[src/rtl/ljrx_pkg.sv]
package ljrx_pkg;
    typedef enum logic [1:0] {
        S_HUNT  = 2'd0,
        S_LEFT  = 2'd1,
        S_RIGHT = 2'd2
    } fr_state_e;
endpackage

[src/rtl/ljrx_sync.sv]
module ljrx_sync #(
    parameter int W = 1
) (
    input  logic         clk,
    input  logic         rst_n,
    input  logic [W-1:0] d_i,
    output logic [W-1:0] q_o
);
    logic [W-1:0] stage1;

    always_ff @(posedge clk or negedge rst_n) begin
        if (!rst_n) begin
            stage1 <= '0;
            q_o    <= '0;
        end else begin
            stage1 <= d_i;
            q_o    <= stage1;
        end
    end
endmodule

[src/rtl/ljrx_front.sv]
module ljrx_front #(
    parameter int LANES = 2
) (
    input  logic             clk,
    input  logic             rst_n,
    input  logic             sel_s,
    input  logic             dac_bclk_s,
    input  logic             dac_fclk_s,
    input  logic             adc_bclk_s,
    input  logic             adc_fclk_s,
    input  logic [LANES-1:0] dat_s,
    output logic             bit_stb,
    output logic             fr_rise,
    output logic             fr_fall,
    output logic             sel_chg,
    output logic [LANES-1:0] bit_dat
);
    logic bclk_m, fclk_m;
    logic bclk_q, fclk_q, sel_q;

    // pick the clock pair after synchronization
    always_comb begin
        if (sel_s) begin
            bclk_m = dac_bclk_s;
            fclk_m = dac_fclk_s;
        end else begin
            bclk_m = adc_bclk_s;
            fclk_m = adc_fclk_s;
        end
    end

    always_ff @(posedge clk or negedge rst_n) begin
        if (!rst_n) begin
            bclk_q <= 1'b0;
            fclk_q <= 1'b0;
            sel_q  <= 1'b0;
        end else begin
            bclk_q <= bclk_m;
            fclk_q <= fclk_m;
            sel_q  <= sel_s;
        end
    end

    assign sel_chg = sel_s ^ sel_q;
    assign bit_stb = !sel_chg && bclk_m && !bclk_q;
    assign fr_rise = !sel_chg && fclk_m && !fclk_q;
    assign fr_fall = !sel_chg && !fclk_m && fclk_q;
    assign bit_dat = dat_s;
endmodule

[src/rtl/ljrx_frame.sv]
module ljrx_frame
    import ljrx_pkg::*;
#(
    parameter int W      = 24,
    parameter int LANES  = 2,
    parameter int LO_BCK = 64,
    parameter int HI_BCK = 128
) (
    input  logic                      clk,
    input  logic                      rst_n,
    input  logic                      bit_stb,
    input  logic                      fr_rise,
    input  logic                      fr_fall,
    input  logic                      sel_chg,
    input  logic [LANES-1:0]          bit_dat,
    output logic [LANES-1:0][W-1:0]   left_o,
    output logic [LANES-1:0][W-1:0]   right_o,
    output logic                      valid_o,
    output logic                      rate_err_o
);
    localparam int HCW = $clog2(W + 1);
    localparam int FCW = $clog2(HI_BCK) + 1;

    fr_state_e       st, st_nx;
    logic [HCW-1:0]  hcnt;
    logic [FCW-1:0]  fcnt;
    logic            start_half, latch_left, frame_end, rate_ok, publish, want_bit;

    // next-state logic: start, split, wrap, abandon
    always_comb begin
        st_nx = st;
        unique case (st)
            S_HUNT:  if (fr_rise) st_nx = S_LEFT;
            S_LEFT:  if (fr_fall) st_nx = S_RIGHT;
            S_RIGHT: if (fr_rise) st_nx = S_LEFT;
            default: st_nx = S_HUNT;
        endcase
        if (sel_chg) st_nx = S_HUNT;
    end

    always_ff @(posedge clk or negedge rst_n) begin
        if (!rst_n) st <= S_HUNT;
        else        st <= st_nx;
    end

    assign start_half = !sel_chg &&
                        (((st == S_HUNT || st == S_RIGHT) && fr_rise) ||
                         (st == S_LEFT && fr_fall));
    assign latch_left = !sel_chg && (st == S_LEFT) && fr_fall;
    assign frame_end  = !sel_chg && (st == S_RIGHT) && fr_rise;
    assign rate_ok    = (fcnt == FCW'(LO_BCK)) || (fcnt == FCW'(HI_BCK));
    assign publish    = frame_end && rate_ok;
    assign want_bit   = bit_stb && (hcnt < HCW'(W));  // tail bits dropped

    // counters; R8: a coincident bit opens the new half and frame
    always_ff @(posedge clk or negedge rst_n) begin
        if (!rst_n) begin
            hcnt <= '0;
            fcnt <= '0;
        end else if (sel_chg) begin
            hcnt <= '0;
            fcnt <= '0;
        end else if (start_half) begin
            hcnt <= bit_stb ? HCW'(1) : '0;
            if (st != S_LEFT)
                fcnt <= bit_stb ? FCW'(1) : '0;
            else if (bit_stb && fcnt != '1)
                fcnt <= fcnt + 1'b1;
        end else if (st != S_HUNT && bit_stb) begin
            if (want_bit) hcnt <= hcnt + 1'b1;
            if (fcnt != '1) fcnt <= fcnt + 1'b1;
        end
    end

    // output process: strobe and rate flag
    always_ff @(posedge clk or negedge rst_n) begin
        if (!rst_n) begin
            valid_o    <= 1'b0;
            rate_err_o <= 1'b0;
        end else begin
            valid_o <= publish;
            if (frame_end) rate_err_o <= !rate_ok;
        end
    end

    // per-lane shifting, left hold and publication
    for (genvar g = 0; g < LANES; g++) begin : g_lane
        logic [W-1:0] sh, held, out_l, out_r;

        always_ff @(posedge clk or negedge rst_n) begin
            if (!rst_n) begin
                sh    <= '0;
                held  <= '0;
                out_l <= '0;
                out_r <= '0;
            end else begin
                if (start_half)
                    sh <= bit_stb ? W'(bit_dat[g]) : '0;
                else if (st != S_HUNT && want_bit)
                    sh <= {sh[W-2:0], bit_dat[g]};
                if (latch_left) held <= sh;
                if (publish) begin
                    out_l <= held;
                    out_r <= sh;
                end
            end
        end

        assign left_o[g]  = out_l;
        assign right_o[g] = out_r;
    end


    valid_pulse_chk: assert property (@(posedge clk) disable iff (!rst_n)
        valid_o |=> !valid_o);

    valid_clean_chk: assert property (@(posedge clk) disable iff (!rst_n)
        valid_o |-> !rate_err_o);

    words_hold_chk: assert property (@(posedge clk) disable iff (!rst_n)
        !valid_o |-> ($stable(left_o) && $stable(right_o)));

    hunt_on_sel_chk: assert property (@(posedge clk) disable iff (!rst_n)
        sel_chg |=> (st == S_HUNT));

    publish_state_chk: assert property (@(posedge clk) disable iff (!rst_n)
        valid_o |-> (st == S_LEFT));
endmodule

[src/rtl/lj_dual_rx.sv]
module lj_dual_rx #(
    parameter int W      = 24,
    parameter int LO_BCK = 64,
    parameter int HI_BCK = 128
) (
    input  logic         clk,
    input  logic         rst_n,
    input  logic         src_sel,
    input  logic         dac_bclk,
    input  logic         dac_fclk,
    input  logic         adc_bclk,
    input  logic         adc_fclk,
    input  logic         sdata_a,
    input  logic         sdata_b,
    output logic [W-1:0] left_a,
    output logic [W-1:0] right_a,
    output logic [W-1:0] left_b,
    output logic [W-1:0] right_b,
    output logic         smp_valid,
    output logic         rate_err
);
    localparam int LANES = 2;
    localparam int SW    = 5 + LANES;

    logic [SW-1:0]             raw, syn;
    logic                      bit_stb, fr_rise, fr_fall, sel_chg;
    logic [LANES-1:0]          bit_dat;
    logic [LANES-1:0][W-1:0]   lw, rw;

    assign raw = {src_sel, dac_bclk, dac_fclk, adc_bclk, adc_fclk, sdata_b, sdata_a};

    ljrx_sync #(.W(SW)) u_sync (
        .clk   (clk),
        .rst_n (rst_n),
        .d_i   (raw),
        .q_o   (syn)
    );

    ljrx_front #(.LANES(LANES)) u_front (
        .clk        (clk),
        .rst_n      (rst_n),
        .sel_s      (syn[6]),
        .dac_bclk_s (syn[5]),
        .dac_fclk_s (syn[4]),
        .adc_bclk_s (syn[3]),
        .adc_fclk_s (syn[2]),
        .dat_s      (syn[1:0]),
        .bit_stb    (bit_stb),
        .fr_rise    (fr_rise),
        .fr_fall    (fr_fall),
        .sel_chg    (sel_chg),
        .bit_dat    (bit_dat)
    );

    ljrx_frame #(.W(W), .LANES(LANES), .LO_BCK(LO_BCK), .HI_BCK(HI_BCK)) u_frame (
        .clk        (clk),
        .rst_n      (rst_n),
        .bit_stb    (bit_stb),
        .fr_rise    (fr_rise),
        .fr_fall    (fr_fall),
        .sel_chg    (sel_chg),
        .bit_dat    (bit_dat),
        .left_o     (lw),
        .right_o    (rw),
        .valid_o    (smp_valid),
        .rate_err_o (rate_err)
    );

    assign left_a  = lw[0];
    assign right_a = rw[0];
    assign left_b  = lw[1];
    assign right_b = rw[1];
endmodule

[config.mk]
export PLATFORM = sky130hd
export DESIGN_NAME = lj_dual_rx
export DESIGN_NICKNAME = d
export VERILOG_FILES = /design/src/rtl/ljrx_pkg.sv /design/src/rtl/ljrx_sync.sv /design/src/rtl/ljrx_front.sv /design/src/rtl/ljrx_frame.sv /design/src/rtl/lj_dual_rx.sv
export SDC_FILE = /design/constraint.sdc
export NUM_CORES = 1
export LEC_CHECK = 0
export BUFFER_PORTS_ARGS = -buffer_cell sky130_fd_sc_hd__clkbuf_2
export CELL_PAD_IN_SITES_DETAIL_PLACEMENT = 0
export CELL_PAD_IN_SITES_GLOBAL_PLACEMENT = 1
export CORE_UTILIZATION = 46
export CTS_BUF_LIST = sky130_fd_sc_hd__clkbuf_16
export DETAILED_ROUTE_END_ITERATION = 10
export GPL_TIMING_DRIVEN = 0
export HOLD_SLACK_MARGIN = 0.03
export PLACE_DENSITY_LB_ADDON = 0.2
export SLEW_MARGIN = 20
export SYNTH_ARGS = -nofsm -noshare
export SYNTH_HDL_FRONTEND = slang
export SYNTH_SLANG_ARGS = --single-unit
[constraint.sdc]
create_clock -name clk -period 2.9 [get_ports clk]
set_input_delay 0.435 -clock clk [delete_from_list [all_inputs] [get_ports clk]]
set_output_delay 0.435 -clock clk [all_outputs]
set_load 0.005 [all_outputs]
; Word-level counts from Yosys, hierarchy flattened
; Index checks and enable logic that the tools add are counted.
[totals]
regBits = 226
in_bits = 9
output_inout_bits = 98
[classes]
add_sub_neg = 2
magnitude_cmp = 1
n_eq_ne = 9
muxes = 24
bitwise = 1
reduce_logical = 36
[ops]
columns = operator, n
row1 = 24-bit 2-to-1 mux, 4
row2 = 8-bit 2-to-1 mux, 6
row3 = 5-bit 2-to-1 mux, 4
row4 = 1-bit logical AND, 18
row5 = 3-bit nonzero test, 3
row6 = 8-bit by 1-bit adder with 8-bit output (second input constant), 1
row7 = 8-bit by 7-bit equality test with 1-bit output (second input constant), 1
row8 = 8-bit equality test (second input constant), 1
row9 = 8-bit inequality test (second input constant), 1
row10 = 1-bit 2-to-1 mux, 6
row11 = 2-bit 2-to-1 mux, 3
row12 = 3-bit by 1-bit inequality test with 1-bit output (second input constant), 2
row13 = 5-bit by 1-bit adder with 5-bit output (second input constant), 1
row14 = 1-bit logical NOT, 5
row15 = 5-bit < comparator (second input constant), 1
row16 = 4-bit by 3-bit inequality test with 1-bit output (second input constant), 1
row17 = 2-bit case mux with 2 select lines, 1
row18 = 2-bit AND reduction, 2
row19 = 2-bit nonzero test, 2
row20 = 1-bit logical OR, 3
row21 = 3-bit AND reduction, 1
row22 = 2-bit by 1-bit equality test with 1-bit output (second input constant), 1
row23 = 2-bit equality test (second input constant), 1
row24 = 2-bit logical NOT, 1
row25 = 3 further kinds, 3

; Longest topological paths before layout
[logic_depth]
word_depth = 9
ltp_mapped = 8
mapped_depth_nobuf = 6

; Cells and area by module
; A second synthesis with hierarchy kept.
[unflattened]
hier_cells = 652
area_unflattened_um2 = 8881.0
[by_module_without_submodules]
columns = module, instances, cells_each, area_per_inst_um2, seq_area_each_um2
row1 = ljrx_frame, 1, 620, 8330.5, 5230.0
row2 = ljrx_sync, 1, 14, 350.3, 350.3
row3 = ljrx_front, 1, 18, 200.2, 75.1

; Worst setup path after synthesis
; No wires, ideal clock.
[synth_path]
path_kind = register to register
start = reg u_sync.q_o[6]
end = reg u_frame.g_lane[0].out_l[18]
setup_time_ns = 0.125
t_arrival_ns = 2.092
required_time_ns = 2.775
slack_ns = 0.683
stages_incl_launch_ff = 9
n_path_buf = 3
synth_period_minus_slack_ns = 2.217
cell_sequence = dfrtp_1 > buf_6 > or3b_4 > a211oi_4 > nand2_2 > nor2_4 > buf_6 > buf_12 > mux2_4
[synth_via]
elab_chain_cells = 6
word_cells_on_any_way = 8
[synth_lines]
columns = element, line_no
row1 = start: declaration, ljrx_sync.sv:7  ; output logic [W-1:0] q_o
row2 = start signal: assignment, ljrx_sync.sv:17  ; q_o <= stage1;
row3 = 1-bit XOR, ljrx_front.sv:44  ; assign sel_chg = sel_s ^ sel_q;
row4 = 1-bit logical NOT, "ljrx_front.sv:46, ljrx_frame.sv:50"
row5 = 1-bit logical AND (2 in series), ljrx_front.sv:46  ; assign fr_rise = !sel_chg && fclk_m && !fclk_q;
row6 = 1-bit logical AND *, ljrx_frame.sv:50  ; assign frame_end = !sel_chg && (st == S_RIGHT) && fr_rise;
row7 = 1-bit logical AND *, ljrx_frame.sv:52  ; assign publish = frame_end && rate_ok;
row8 = end signal: assignment, ljrx_frame.sv:103  ; out_l <= held;
row9 = end: declaration, ljrx_frame.sv:88  ; logic [W-1:0] sh, held, out_l, out_r;
; Every way passes the cells marked *; elsewhere a longest branch is shown, timed or not.
; A chain may end at the register's enable or synchronous reset.

; Worst setup path in the final report
[layout_path]
start = reg u_sync.q_o[6]
end = reg u_frame.g_lane[0].out_r[1]
[layout_via]
elab_chain_cells = 6
word_cells_on_any_way = 8
[layout_lines]
columns = element, line_no
row1 = 1-bit XOR, ljrx_front.sv:44
row2 = 1-bit logical NOT, "ljrx_front.sv:46, ljrx_frame.sv:50"
row3 = 1-bit logical AND (2 in series), ljrx_front.sv:46
row4 = 1-bit logical AND *, ljrx_frame.sv:50
row5 = 1-bit logical AND *, ljrx_frame.sv:52
row6 = end signal: assignment, ljrx_frame.sv:104  ; out_r <= sh;
row7 = end: declaration, ljrx_frame.sv:88
; Marked as above.

==> results.yml <==
timing:
  rsz0062_at_grt: "no"
  slew_headroom_pct: 47.87
  hold_viol: 0
  fmax_ghz: 0.3876
  period_share_pct: 88.96
  setup_tns_ns: 0
  fin_skew_ns: 0.01074
  slew_viol_final: 0
  worst_slew_pin_slew_ns: 0.7748
  setup_ws_ns: 0.3202
  setup_violations: 0
  timing.final.crit_period_ns: 2.580
grt:
  grt_max_degree: 80
  antenna_found_initial: 0
  grt_pass1_vias: 5881
  grt.total_usage_pct: 19.08
  grt_remaining_overflow: 0
  grt_pass1_wl_um: 30150
yosys:
  netlist.area_leader.share_pct: 64.10
  syn-cell-area_um2: 8823
  ys_seq_area_share_pct: 64.10
  synthTopCellsByArea: "dfrtp_1 (64%), nand2_1 (10%), mux2_2 (9.8%)"
  synth_cells: 740
  syn_area_per_cell_um2: 11.92
  yosysTopAreaCell: "dfrtp_1"
  synth-compound-area-share_pct: 5.672
  synthAdderAreaFrac_pct: 0.4254
  synthMuxAreaShare_pct: 13.39
  synth_top_family_by_area: "multiplexers"
  yosys.area_share.simple_pct: 13.02
  postSynth.asyncResetShare_pct: 100.0
  yosys_warnings: 0
  synth_edf_count: 0
  synthXorXnorAreaFrac_pct: 0.6948
  synth_ff_type: "dfrtp_1"
  synth_nets: 752
  ys_types: 46
  synth-seq-cells: 226
clock_network:
  cts_setup_buffers: 0
  clockBufferDepth: 3
  post_cts_resized: 0
  clkLatencyLatePin_ns: 0.51
  cts_max_level: 1
  hold_buffers: 8
  cts_buffers: 24
  cts_sinks: 226
  cts_tree: "built"
  root_buffer: "clkbuf_16"
  clk_pin_slew_worst_paths_ns: 0.06
worst_hold_path:
  hold_path.startpoint: "u_sync.stage1[3]"
  hp-class: "reg2reg"
routing:
  drc: 0
  viasPerCell: 5.115
  wl_per_cell_um: 16.05
  wirelength_um: 18170
  drt_iter0_markers: 313
  antenna_left: 0
  firstDrtPassIters: 4
  vias: 5790
pwr:
  vdd_drop_max_mv: 0.3883
  design_power_total_w: 0.006253
  power_density_nw_per_um2: 594.7
  power_leakage_nw: 5.437
placed_design:
  hpwl_um: 12450
  post-place-ws_ns: 0.2878
  gp_congestion: 0.7878
  port_buffers: 106
critical_path:
  critPathLaunchType: "flip-flop"
  crit_path_end_kind: "flip-flop"
  critPathKind: "reg2reg"
  critPathLaunch: "u_sync.q_o[6]"
  required_ns: 3.28
  cp.arrival_ns: 2.96
  worstReg2RegStart: "u_sync.q_o[6]"
  cp_max_fo: 10
floorplanning:
  io_pins: 107
  die_w_um: 140.5
  initial_core_util_pct: 47.01
  die_area_um2: 19740
  core_um2: 18770
  die_y_um: 140.5
  row_count: 50
cells_and_area:
  ff_latch_area_um2: 5655
  fillers: 1612
  multi_input_area_um2: 2929
  syn2layout_area_growth_pct: 19.16
  layout-drive-gt1-share_pct: 29.84
  fin_nets: 894
  antenna_cells: 0
job:
  cap_viol_max_count: 0
outcome:
  outcome: "finished clean"
==> cell usage in the layout, fill, tap and decap left out, drive strengths merged, types with 2 or more instances in the layout <==
| master | n |
|---|---|
| a211oi | 2 |
| dfrtp | 226 |
| nor4 | 2 |
| or3 | 2 |
| and3 | 2 |
| xor2 | 6 |
| nor3 | 2 |
| clkinv | 10 |
| a22o | 2 |
| nand2 | 247 |
| o21ai | 5 |
| nand4 | 2 |
| mux2 | 97 |
| o31ai | 8 |
| nor2b | 2 |
| nor2 | 13 |
| or3b | 2 |
| ha | 3 |
| clkbuf | 148 |
| a31oi | 2 |
| nand2b | 3 |
| inv | 9 |
| a21oi | 52 |
| buf | 22 |
| dlygate4sd3 | 8 |
| nand3 | 8 |
==> flip-flops by register name, summed over array words and instances, names as in the netlist <==
signal / cells
u_sync.q_o: 7
u_frame.g_lane.out_l: 48
u_front.fclk_q: 1
u_front.bclk_q: 1
u_frame.hcnt: 5
u_frame.g_lane.held: 48
u_frame.fcnt: 8
u_sync.stage1: 7
u_frame.rate_err_o: 1
u_frame.g_lane.out_r: 48
u_frame.st: 2
u_frame.g_lane.sh: 48
u_front.sel_q: 1
u_frame.valid_o: 1
==> where the power goes <==
part,switching [W],internal (W)
sequential,0.0000342,0.00319
combinational,0.000156,0.0000675
clock,0.00117,0.00163
total,0.00136,0.00489
==> path summary, 6_finish.rpt <==
kind                       slack (ns)                          to  cells past startpoint
min in group asynchronous        0.51     u_frame.g_lane[0].sh[7]                      2
hold reg to reg                  0.35               u_sync.q_o[3]                      0
setup / recovery                 0.32  u_frame.g_lane[0].out_r[1]                      8
hold / removal                   0.35               u_sync.q_o[3]                      0
max in group asynchronous        1.61    u_frame.g_lane[1].sh[17]                      3
setup reg to reg                 0.32  u_frame.g_lane[0].out_r[1]                      8
==> cells by family after synthesis <==
logic type / after synthesis
simple gates: 286
flops: 226
mux: 98
compound gates: 79
buf+inv: 41
xor+xnor: 7
fa+ha+maj: 3
==> area by class of cell <==
class / count / share of cell area [%]
inverters: 4 / 0.1428
well taps: 234 / 2.785
flip-flops and latches: 226 / 53.79
repair buffers: 116 / 6.414
clock buffers: 25 / 5.950
plain buffers: 37 / 2.130
clock inverters: 17 / 0.9282
multi-input cells: 473 / 27.86
==> cells in the mapped netlist, drive strengths merged, types with 3 or more instances <==
| cell | instances |
|---|---|
| xor2 | 6 |
| o21ai | 5 |
| buf | 20 |
| o31ai | 8 |
| inv | 4 |
| clkbuf | 17 |
| nand3 | 8 |
| nand2b | 3 |
| a21oi | 52 |
| dfrtp | 226 |
| nor2 | 13 |
| ha | 3 |
| mux2 | 97 |
| nand2 | 247 |
==> routing by layer <==
layer | part of all wire, % | up-vias | track usage, %
met3 | 4.6 | 15 | 3.419
li1 | - | 2752 | -
met5 | 0 | - | 0
met4 | 1.1 | 0 | 4.348
met2 | 49 | 124 | 31.74
met1 | 46 | 2899 | 26.20
==> worst max-delay path: stages, from the launching register on <==
cell and delay [ns]:
dfrtp_1 0.39, buf_6 0.14, or3b_4 0.40, a211oi_4 0.36, nand2_2 0.12, nor2_4 0.33, buf_6 0.23, buf_12 0.17
mux2_4 0.30
==> per-stage QoR <==
step                      instances  util [%]  cell area (um^2)  hold WS [ns]
after floorplan                 740         -              8823        0.1394
after global placement         1080     51.40              9647        0.3321
after detailed placement       1082     51.74              9711        0.3347
after CTS                      1132     56.02             10510        0.3477
after global routing           1132     56.02             10510        0.3514
final                          1132     56.02             10510        0.3455
(Power assumes the default switching activity.)
